--- src/rtl/adc_seq_pkg.sv ---
package adc_seq_pkg;

  typedef enum logic {
    GRP_REG = 1'b0,
    GRP_INJ = 1'b1
  } grp_e;

  // Conversions in the slice that starts at position pos of a list with
  // len entries, for slice size n: the smaller of n and what remains.
  function automatic int slice_span(int n, int len, int pos);
    int rest;
    rest = len - pos;
    if (rest < 1) rest = 1;
    return (n < rest) ? n : rest;
  endfunction

  // Position that follows pos in a list of len entries, wrapping to 0.
  function automatic int wrap_next(int pos, int len);
    return (pos + 1 >= len) ? 0 : pos + 1;
  endfunction

endpackage

--- src/rtl/adc_cfg_guard.sv ---
module adc_cfg_guard (
  input  logic reg_disc_en,
  input  logic inj_disc_en,
  input  logic auto_inj_en,
  output logic cfg_err,
  output logic reg_live,
  output logic inj_live
);

  always_comb begin
    cfg_err  = (reg_disc_en && inj_disc_en) ||
               (auto_inj_en && (reg_disc_en || inj_disc_en));
    reg_live = reg_disc_en && !cfg_err;
    inj_live = inj_disc_en && !cfg_err;
  end

endmodule

--- src/rtl/adc_seq_pointer.sv ---
module adc_seq_pointer
  import adc_seq_pkg::*;
#(
  parameter int DEPTH = 16,
  localparam int PW = (DEPTH > 1) ? $clog2(DEPTH) : 1
) (
  input  logic          clk,
  input  logic          rst_n,
  input  logic          live,
  input  logic          step,
  input  logic [PW-1:0] len_m1,
  output logic [PW-1:0] pos
);

  always_ff @(posedge clk) begin
    if (!rst_n) begin
      pos <= '0;
    end else if (!live) begin
      pos <= '0;
    end else if (step) begin
      pos <= PW'(wrap_next(int'(pos), int'(len_m1) + 1));
    end
  end

endmodule

--- src/rtl/adc_list_pick.sv ---
module adc_list_pick #(
  parameter int DEPTH = 16,
  parameter int CH_W  = 5,
  localparam int PW = (DEPTH > 1) ? $clog2(DEPTH) : 1
) (
  input  logic [DEPTH*CH_W-1:0] list,
  input  logic [PW-1:0]         idx,
  output logic [CH_W-1:0]       ch
);

  logic [CH_W-1:0] entry [DEPTH];

  for (genvar g = 0; g < DEPTH; g++) begin : g_slot
    assign entry[g] = list[g*CH_W +: CH_W];
  end

  assign ch = entry[idx];

endmodule

--- src/rtl/disc_adc_sequencer.sv ---
module disc_adc_sequencer
  import adc_seq_pkg::*;
#(
  parameter int REG_DEPTH = 16,
  parameter int INJ_DEPTH = 4,
  parameter int CH_W      = 5,
  parameter int N_MAX     = 8,
  localparam int RPW = $clog2(REG_DEPTH),
  localparam int IPW = $clog2(INJ_DEPTH),
  localparam int NW  = $clog2(N_MAX),
  localparam int LW  = $clog2(N_MAX + 1)
) (
  input  logic                      clk,
  input  logic                      rst_n,
  input  logic                      reg_disc_en,
  input  logic                      inj_disc_en,
  input  logic                      auto_inj_en,
  input  logic                      reg_trig,
  input  logic                      inj_trig,
  input  logic [REG_DEPTH*CH_W-1:0] reg_list,
  input  logic [RPW-1:0]            reg_len_m1,
  input  logic [NW-1:0]             disc_n_m1,
  input  logic [INJ_DEPTH*CH_W-1:0] inj_list,
  input  logic [IPW-1:0]            inj_len_m1,
  input  logic                      conv_done,
  output logic [CH_W-1:0]           conv_ch,
  output logic                      conv_start,
  output logic                      conv_inj,
  output logic                      reg_eoc,
  output logic                      inj_eoc,
  output logic                      inj_eos,
  output logic                      cfg_err
);

  // Named internal events, also used by the bound checker.
  logic reg_live, inj_live;
  logic busy, start_q;
  grp_e grp_q;
  logic [LW-1:0] left_q;
  logic [LW-1:0] first_span;
  logic trig_accept, done_accept, abort, reg_step, inj_step;
  logic [RPW-1:0] reg_pos;
  logic [IPW-1:0] inj_pos;
  logic [CH_W-1:0] reg_ch, inj_ch;

  adc_cfg_guard u_guard (
    .reg_disc_en (reg_disc_en),
    .inj_disc_en (inj_disc_en),
    .auto_inj_en (auto_inj_en),
    .cfg_err     (cfg_err),
    .reg_live    (reg_live),
    .inj_live    (inj_live)
  );

  always_comb begin
    trig_accept = !busy && ((reg_live && reg_trig) || (inj_live && inj_trig));
    abort       = busy && ((grp_q == GRP_REG) ? !reg_live : !inj_live);
    done_accept = busy && !start_q && conv_done && !abort;
    reg_step    = done_accept && (grp_q == GRP_REG);
    inj_step    = done_accept && (grp_q == GRP_INJ);
    first_span  = LW'(slice_span(int'(disc_n_m1) + 1, int'(reg_len_m1) + 1,
                                 int'(reg_pos)));
  end

  adc_seq_pointer #(.DEPTH(REG_DEPTH)) u_reg_ptr (
    .clk    (clk),
    .rst_n  (rst_n),
    .live   (reg_live),
    .step   (reg_step),
    .len_m1 (reg_len_m1),
    .pos    (reg_pos)
  );

  adc_seq_pointer #(.DEPTH(INJ_DEPTH)) u_inj_ptr (
    .clk    (clk),
    .rst_n  (rst_n),
    .live   (inj_live),
    .step   (inj_step),
    .len_m1 (inj_len_m1),
    .pos    (inj_pos)
  );

  adc_list_pick #(.DEPTH(REG_DEPTH), .CH_W(CH_W)) u_reg_pick (
    .list (reg_list),
    .idx  (reg_pos),
    .ch   (reg_ch)
  );

  adc_list_pick #(.DEPTH(INJ_DEPTH), .CH_W(CH_W)) u_inj_pick (
    .list (inj_list),
    .idx  (inj_pos),
    .ch   (inj_ch)
  );

  // Slice control: one start per channel, then wait for done.
  always_ff @(posedge clk) begin
    if (!rst_n) begin
      busy    <= 1'b0;
      start_q <= 1'b0;
      grp_q   <= GRP_REG;
      left_q  <= '0;
    end else begin
      start_q <= 1'b0;
      if (abort) begin
        busy   <= 1'b0;
        left_q <= '0;
      end else if (trig_accept) begin
        busy    <= 1'b1;
        start_q <= 1'b1;
        grp_q   <= inj_live ? GRP_INJ : GRP_REG;
        left_q  <= inj_live ? LW'(1) : first_span;
      end else if (done_accept) begin
        if (left_q > LW'(1)) begin
          left_q  <= left_q - LW'(1);
          start_q <= 1'b1;
        end else begin
          busy   <= 1'b0;
          left_q <= '0;
        end
      end
    end
  end

  // Completion events, one cycle after the accepted done.
  always_ff @(posedge clk) begin
    if (!rst_n) begin
      reg_eoc <= 1'b0;
      inj_eoc <= 1'b0;
      inj_eos <= 1'b0;
    end else begin
      reg_eoc <= reg_step;
      inj_eoc <= inj_step;
      inj_eos <= inj_step && (inj_pos >= inj_len_m1);
    end
  end

  assign conv_start = start_q;
  assign conv_inj   = (grp_q == GRP_INJ);
  assign conv_ch    = (grp_q == GRP_INJ) ? inj_ch : reg_ch;

endmodule

--- config.mk ---
export PLATFORM = sky130hd
export DESIGN_NAME = disc_adc_sequencer
export DESIGN_NICKNAME = d
export VERILOG_FILES = /design/src/rtl/adc_seq_pkg.sv /design/src/rtl/adc_cfg_guard.sv /design/src/rtl/adc_seq_pointer.sv /design/src/rtl/adc_list_pick.sv /design/src/rtl/disc_adc_sequencer.sv
export SDC_FILE = /design/constraint.sdc
export NUM_CORES = 1
export LEC_CHECK = 0
export ABC_AREA = 1
export CORE_ASPECT_RATIO = 1.5
export CORE_MARGIN = 3
export CORE_UTILIZATION = 44
export CTS_CLUSTER_DIAMETER = 100
export DETAILED_ROUTE_END_ITERATION = 10
export PLACE_DENSITY = 0.82
export SYNTH_ARGS = -nofsm -noshare
export SYNTH_HDL_FRONTEND = slang
export SYNTH_HIERARCHICAL = 1
export SYNTH_SLANG_ARGS = --single-unit
--- constraint.sdc ---
create_clock -name clk -period 4.1 [get_ports clk]
set_input_delay 0.82 -clock clk [delete_from_list [all_inputs] [get_ports clk]]
set_output_delay 0.82 -clock clk [all_outputs]
set_load 0.005 [all_outputs]
# After elaboration in Yosys (flattened, before gate mapping)
# Cells that the tools add are included.
dict set report totals {
  regBits 16
  latchBits 0
  ram_bits 0
  rom_bits 0
  n_memories 0
}
dict set report classes {
  n_addsub 7
  n_mul 0
  div_mod_pow 0
  n_lt_le_gt_ge 8
  eq_ne 1
  shifts 0
  mux 23
  n_bitwise 5
  n_reduce_logical 29
}
# cell n
set op_table {}
lappend op_table {{less-than comparator 32 x 2 -> 1 bit (second input constant)} 1}
lappend op_table {{less-than comparator 5 x 32 -> 1 bit} 1}
lappend op_table {{two-way mux 32 bit} 1}
lappend op_table {{subtractor 32 x 5 -> 32 bit} 1}
lappend op_table {{two-way mux 5 bit} 5}
lappend op_table {{two-way mux 4 bit} 6}
lappend op_table {{binary-select mux 5 bit (select 4 bit)} 1}
lappend op_table {{logical AND 1 bit} 14}
lappend op_table {{adder 4 x 1 -> 5 bit (second input constant)} 2}
lappend op_table {{binary-select mux 5 bit (select 2 bit)} 1}
lappend op_table {{two-way mux 1 bit} 8}
lappend op_table {{AND reduction 2 bit} 4}
lappend op_table {{adder 2 x 1 -> 3 bit (second input constant)} 2}
lappend op_table {{logical NOT 1 bit} 6}
lappend op_table {{>= comparator 5 bit} 1}
lappend op_table {{>= comparator 5 bit (second input constant)} 1}
lappend op_table {{inverter 4 -> 5 bit} 1}
lappend op_table {{adder 3 x 1 -> 4 bit (second input constant)} 1}
lappend op_table {{greater-than comparator 4 x 1 -> 1 bit (second input constant)} 1}
lappend op_table {{subtractor 4 x 1 -> 4 bit (second input constant)} 1}
lappend op_table {{>= comparator 3 bit} 1}
lappend op_table {{>= comparator 3 bit (second input constant)} 1}
lappend op_table {{logical OR 1 bit} 3}
lappend op_table {{inverter 1 bit} 3}
lappend op_table {{6 further kinds} 6}

# Depth between registers and ports, before layout
dict set report depth {
  ltp_word 12
  depth_mapped 24
}

# Cells and area by module
# Netlist, hierarchy kept.
# module instances cells_per_inst area_per_inst_um2
set by_module_without_submodules {}
lappend by_module_without_submodules {disc_adc_sequencer 1 157 1088.5}
lappend by_module_without_submodules {{adc_list_pick (u_reg_pick)} 1 243 1049.8}
lappend by_module_without_submodules {{adc_seq_pointer (u_reg_ptr)} 1 54 374.1}
lappend by_module_without_submodules {{adc_list_pick (u_inj_pick)} 1 58 237.7}
lappend by_module_without_submodules {{adc_seq_pointer (u_inj_ptr)} 1 25 190.2}
lappend by_module_without_submodules {adc_cfg_guard 1 6 28.8}

# Least setup slack after synthesis
# No wires, ideal clock.
dict set report synth_path {
  path_type {input to register}
  startpoint {in reg_len_m1[1]}
  endpoint {reg left_q[0]}
  setup_time_ns 0.109
  arrival_ns 3.766
  t_required_ns 3.991
  path_slack_ns 0.225
  cell_stages 22
  path_buffers 0
  cell_sequence {inv_1 -> ha_1 -> inv_1 -> ha_1 -> fa_1 -> or4_1 -> a211oi_2 -> ha_1 -> inv_1 -> nand2_1 -> ha_1 -> nand2_1 -> inv_1 -> nand2_1 -> nand2_1 -> nand2_2 -> nand2_2 -> nand2_1 -> nand3_1 -> nand3_2 -> nand2_1 -> inv_1}
}
dict set report synth_via {
  elab_chain_cells 8
}
# item line_no
set synth_rtl {}
lappend synth_rtl {{start: declaration} disc_adc_sequencer.sv:21} ;# input logic [RPW-1:0] reg_len_m1,
lappend synth_rtl {{adder 4 x 1 -> 5 bit (*)} disc_adc_sequencer.sv:61} ;# first_span = LW'(slice_span(int'(disc_n_m1) + 1, int'(reg_len_m1) + 1,
lappend synth_rtl {{subtractor 32 x 5 -> 32 bit (*)} adc_seq_pkg.sv:12} ;# rest = len - pos;
lappend synth_rtl {{less-than comparator 32 x 2 -> 1 bit} adc_seq_pkg.sv:13} ;# if (rest < 1) rest = 1;
lappend synth_rtl {{two-way mux 32 bit (*)} adc_seq_pkg.sv:13}
lappend synth_rtl {{less-than comparator 5 x 32 -> 1 bit} adc_seq_pkg.sv:14} ;# return (n < rest) ? n : rest;
lappend synth_rtl {{two-way mux 4 bit (*)} adc_seq_pkg.sv:14}
lappend synth_rtl {{two-way mux 4 bit (*)} disc_adc_sequencer.sv:111} ;# left_q <= inj_live ? LW'(1) : first_span;
lappend synth_rtl {{two-way mux 4 bit (*)} disc_adc_sequencer.sv:107} ;# end else if (trig_accept) begin
lappend synth_rtl {{end signal: assignment} disc_adc_sequencer.sv:111}
lappend synth_rtl {{end signal: assignment} disc_adc_sequencer.sv:114} ;# left_q <= left_q - LW'(1);
lappend synth_rtl {{end: declaration} disc_adc_sequencer.sv:39} ;# logic [LW-1:0] left_q;
# Mark *: on every way between the ends. The rest lies on a longest branch, timed or not.
# A chain may end at the register's enable or synchronous reset.

# Worst setup path after layout
dict set report layout_path {
  startpoint {in reg_len_m1[1]}
  endpoint {reg left_q[1]}
}
# The elaborated chain is that of the path after synthesis.

==> metrics <==
status=finished clean; maxcap violations=0; Placer Congestion=0.897; worst hold path class=register to register; Worst-Skew Late Latency=0.24 ns; critical-path cell list=buf_6 -> inv_2 -> ha_4 -> inv_2 -> ha_4 -> fa_1 -> or4_4 -> a211oi_2 -> ha_1 -> inv_2 -> buf_4 -> buf_4 -> buf_4 -> buf_4 -> buf_4 -> nand3_1 -> nand2_2 -> buf_6 -> nand3b_1 -> nand3_1 -> a21oi_1; async set-reset flop share out of synthesis=0%; Via density=a little under 5; pin slew with the least headroom to its limit=0.621 ns; syn nets=690; worst-path maximum fanout=4; Final period util=96.3%; max-slew violations=0; P_sw=0.200 mW; initial antenna violation count=0; DP Wirelength=approximately 7300 µm; I/O pin count=128; final hold viol count=0; crit path kind=input port to register; Worst EP required=4.27 ns; # rows=36; WL final=8960 µm; layout cell share with drive strength beyond 1=between 10% and 20%; area of the multi-input gates=2120 µm²; largest net degree at the start of global routing=48; YS warnings=6; Total Neg Setup Slack=0 ns; CP max-delay cell=or4_4; post-DR wirelength/cell=11.8 µm; Buffers & Inverters on Critical Path=10; register-to-register setup slack=0.45 ns; Most common cell on crit path=buf_4; Final setup viols=0; FF-to-FF Start=u_reg_ptr/pos[1]$_SDFFE_PN0P_; CP endpoint kind=register; Max Fclk=253 MHz; drt pass-1 iters=4; fin area=4550 µm²; Gate Count Post-Synth=543; Clock Tree Root=clkbuf_8; clock slew seen by the registers of the worst setup and hold paths=0.06 ns; leakage=2.42 nW; GRT Total Usage=21.9%; DRC Markers=0; Max Clock Skew=0.00321 ns; worst reg2reg path endpoint=left_q[1]$_SDFFE_PP0P_; register area share after synthesis=between 10% and 20%; # clock sinks=16; CP max stage delay=0.55 ns; HP Start=left_q[3]$_SDFFE_PP0P_; syn_area_per_cell=5.47 µm²; total grt overflow=0; Bufs on Longest Clock Path=2; Die ar.=7790 µm²; worst-case reg-to-reg path depth=19; Hold EP=left_q[3]$_SDFFE_PP0P_; Die X=73.1 µm; Final Util=69.7%; Area growth syn-to-layout=53.4%; antenna viol nets, final=0; register bit total from synthesis=16; Worst Setup Start Kind=input port; vias in the first global route=between 3000 and 4000; Initial Util=a little under half; Cell Area, Placed=approximately 4300 µm²; CTS Buf Count=3; clock network fraction of total power=17.6%; antenna diode count=0; Sw Share=31.5%; first-pass GRT wire length=14300 µm; Logic pwr share=a little under three fifths; Die Height=roughly 110 µm; routed vias=3706; maximum VDD drop=0.231 mV; cell area after synthesis=2970 µm²; pwr/cell area=139 nW/µm²; Largest delay share family, worst path=adder cells; Pwr Total=between 0.6 and 0.7 mW; FF/Latch Area=320 µm²; Distinct cells, synth=39; Post-synth EDFFs=0; slew margin rel.=58.6%; Nets=832; Initial DRC Count=between 150 and 200; Core Area=6530 µm²; register share of total power=26.5%; Worst EP arrival=4.12 ns; Fill cells=587; IO buf count=127; Pint=0.435 mW; Primary FF master, synth=dfxtp_1; H-Tree Depth=1; Hold Path Stages=2; Tmin final=3.95 ns; CTS tree=yes
-- cells by family (layout without fill, tap and decap cells) --
| logic type | Yosys count | after routing | share of synthesized area [%] |
|---|---|---|---|
| and+or+nand+nor | 303 | 303 | 44.6 |
| xor gates and xnor gates | 7 | 7 | 2.06 |
| adders and majority gates | 30 | 30 | 13.1 |
| buffers and inverters | 150 | 290 | 21.6 |
| DFF | 16 | 16 | 10.8 |
| AOI/OAI and AO/OA | 37 | 37 | 7.84 |
-- power groups by stage --
stage	logic [mW]	registers, mW	clock network, mW
after CTS	0.334	0.168	0.113
after detailed placement	0.320	0.171	0
after global placement	0.313	0.171	0
final	0.355	0.168	0.111
after global routing	0.395	0.169	0.122
after floorplan	0.149	0.169	0
-- flip-flops by register name, indices dropped and copies added (netlist names) --
register and count:
left_q 4, reg_eoc 1, u_reg_ptr/pos 4, busy 1
u_inj_ptr/pos 2, inj_eoc 1, conv_inj 1, conv_start 1
inj_eos 1
-- per-stage QoR --
step / setup WS (ns) / hold slack, ns / std cells
final: 0.153 / 0.581 / 759
after global routing: -0.00979 / 0.605 / 759
after CTS: 0.00303 / 0.575 / 755
after detailed placement: -0.464 / 0.569 / 748
after global placement: -0.378 / 0.563 / 748
after floorplan: 0.225 / 0.525 / 543
-- tightest hold or removal path: stages, from the launching register on --
cell and delay (ns):
dfxtp_1 0.34, o21ai_0 0.16, a21oi_1 0.04
-- routing by layer --
| metal | up-vias | share of wire, % | global-route usage, % |
|---|---|---|---|
| met5 | - | 0 | 0 |
| met4 | 0 | 2.0 | 4.49 |
| met3 | 14 | 7.3 | 2.35 |
| met2 | 110 | 53 | 44.4 |
| met1 | 1641 | 37 | 23.1 |
| li1 | 1941 | - | - |
-- placed cells by master (no fill, tap or decap), drive strengths merged, types with 3 or more instances in the layout --
cell,count
nand2,190
nor3,4
clkbuf,4
xor2,3
nor2,13
ha,28
clkdlybuf4s50,123
xnor2,4
inv,132
dfxtp,16
o21ai,15
buf,27
nand3,89
a21oi,14
-- worst max path at each step --
stage | end | depth (start not counted) | startpoint | slack [ns]
floorplan | left_q[0]$_SDFFE_PP0P_ | 22 | reg_len_m1[1] | 0.23
global placement | left_q[0]$_SDFFE_PP0P_ | 23 | reg_len_m1[1] | -0.38
detailed placement | left_q[0]$_SDFFE_PP0P_ | 23 | reg_len_m1[1] | -0.46
CTS | left_q[0]$_SDFFE_PP0P_ | 23 | reg_len_m1[2] | 0.003
global route | left_q[0]$_SDFFE_PP0P_ | 23 | reg_len_m1[1] | -0.01
finish | left_q[1]$_SDFFE_PP0P_ | 21 | reg_len_m1[1] | 0.15
-- Yosys cell counts, types with 2 or more instances --
| cell | number | share of area [%] |
|---|---|---|
| a21oi_1 | 10 | 1.7 |
| a21oi_2 | 4 | 1.2 |
| a31oi_1 | 2 | 0.42 |
| buf_2 | 4 | 0.67 |
| buf_4 | 4 | 1.0 |
| buf_6 | 7 | 2.7 |
| clkinv_1 | 2 | 0.25 |
| dfxtp_1 | 16 | 11 |
| fa_1 | 2 | 1.3 |
| ha_1 | 28 | 12 |
| inv_1 | 125 | 16 |
| inv_2 | 6 | 0.76 |
| nand2_1 | 185 | 23 |
| nand2_2 | 2 | 0.42 |
| nand2_4 | 3 | 1.1 |
| nand3_1 | 88 | 15 |
| nand3b_1 | 2 | 0.51 |
| nor2_1 | 12 | 1.5 |
| nor3_1 | 4 | 0.67 |
| o21ai_0 | 10 | 1.7 |
| o21ai_1 | 4 | 0.67 |
| xnor2_1 | 4 | 1.2 |
| xor2_1 | 3 | 0.89 |
-- area by class of cell --
type,count,share of cell area (%)
Multi-Input combinational cell,377,46.5
Timing Repair Buffer,153,32.3
Inverter,134,11.2
Sequential cell,16,7.03
Tap cell,76,2.09
Clock buffer,3,0.907
-- timing repair --
item,in CTS,in global routing
pin swaps,9,16
cloned,0,0
hold buffers,0,0
setup endpoints to repair,4,4
resized for setup,11,21
buffers inserted,4,4
(Power assumes the default switching activity.)
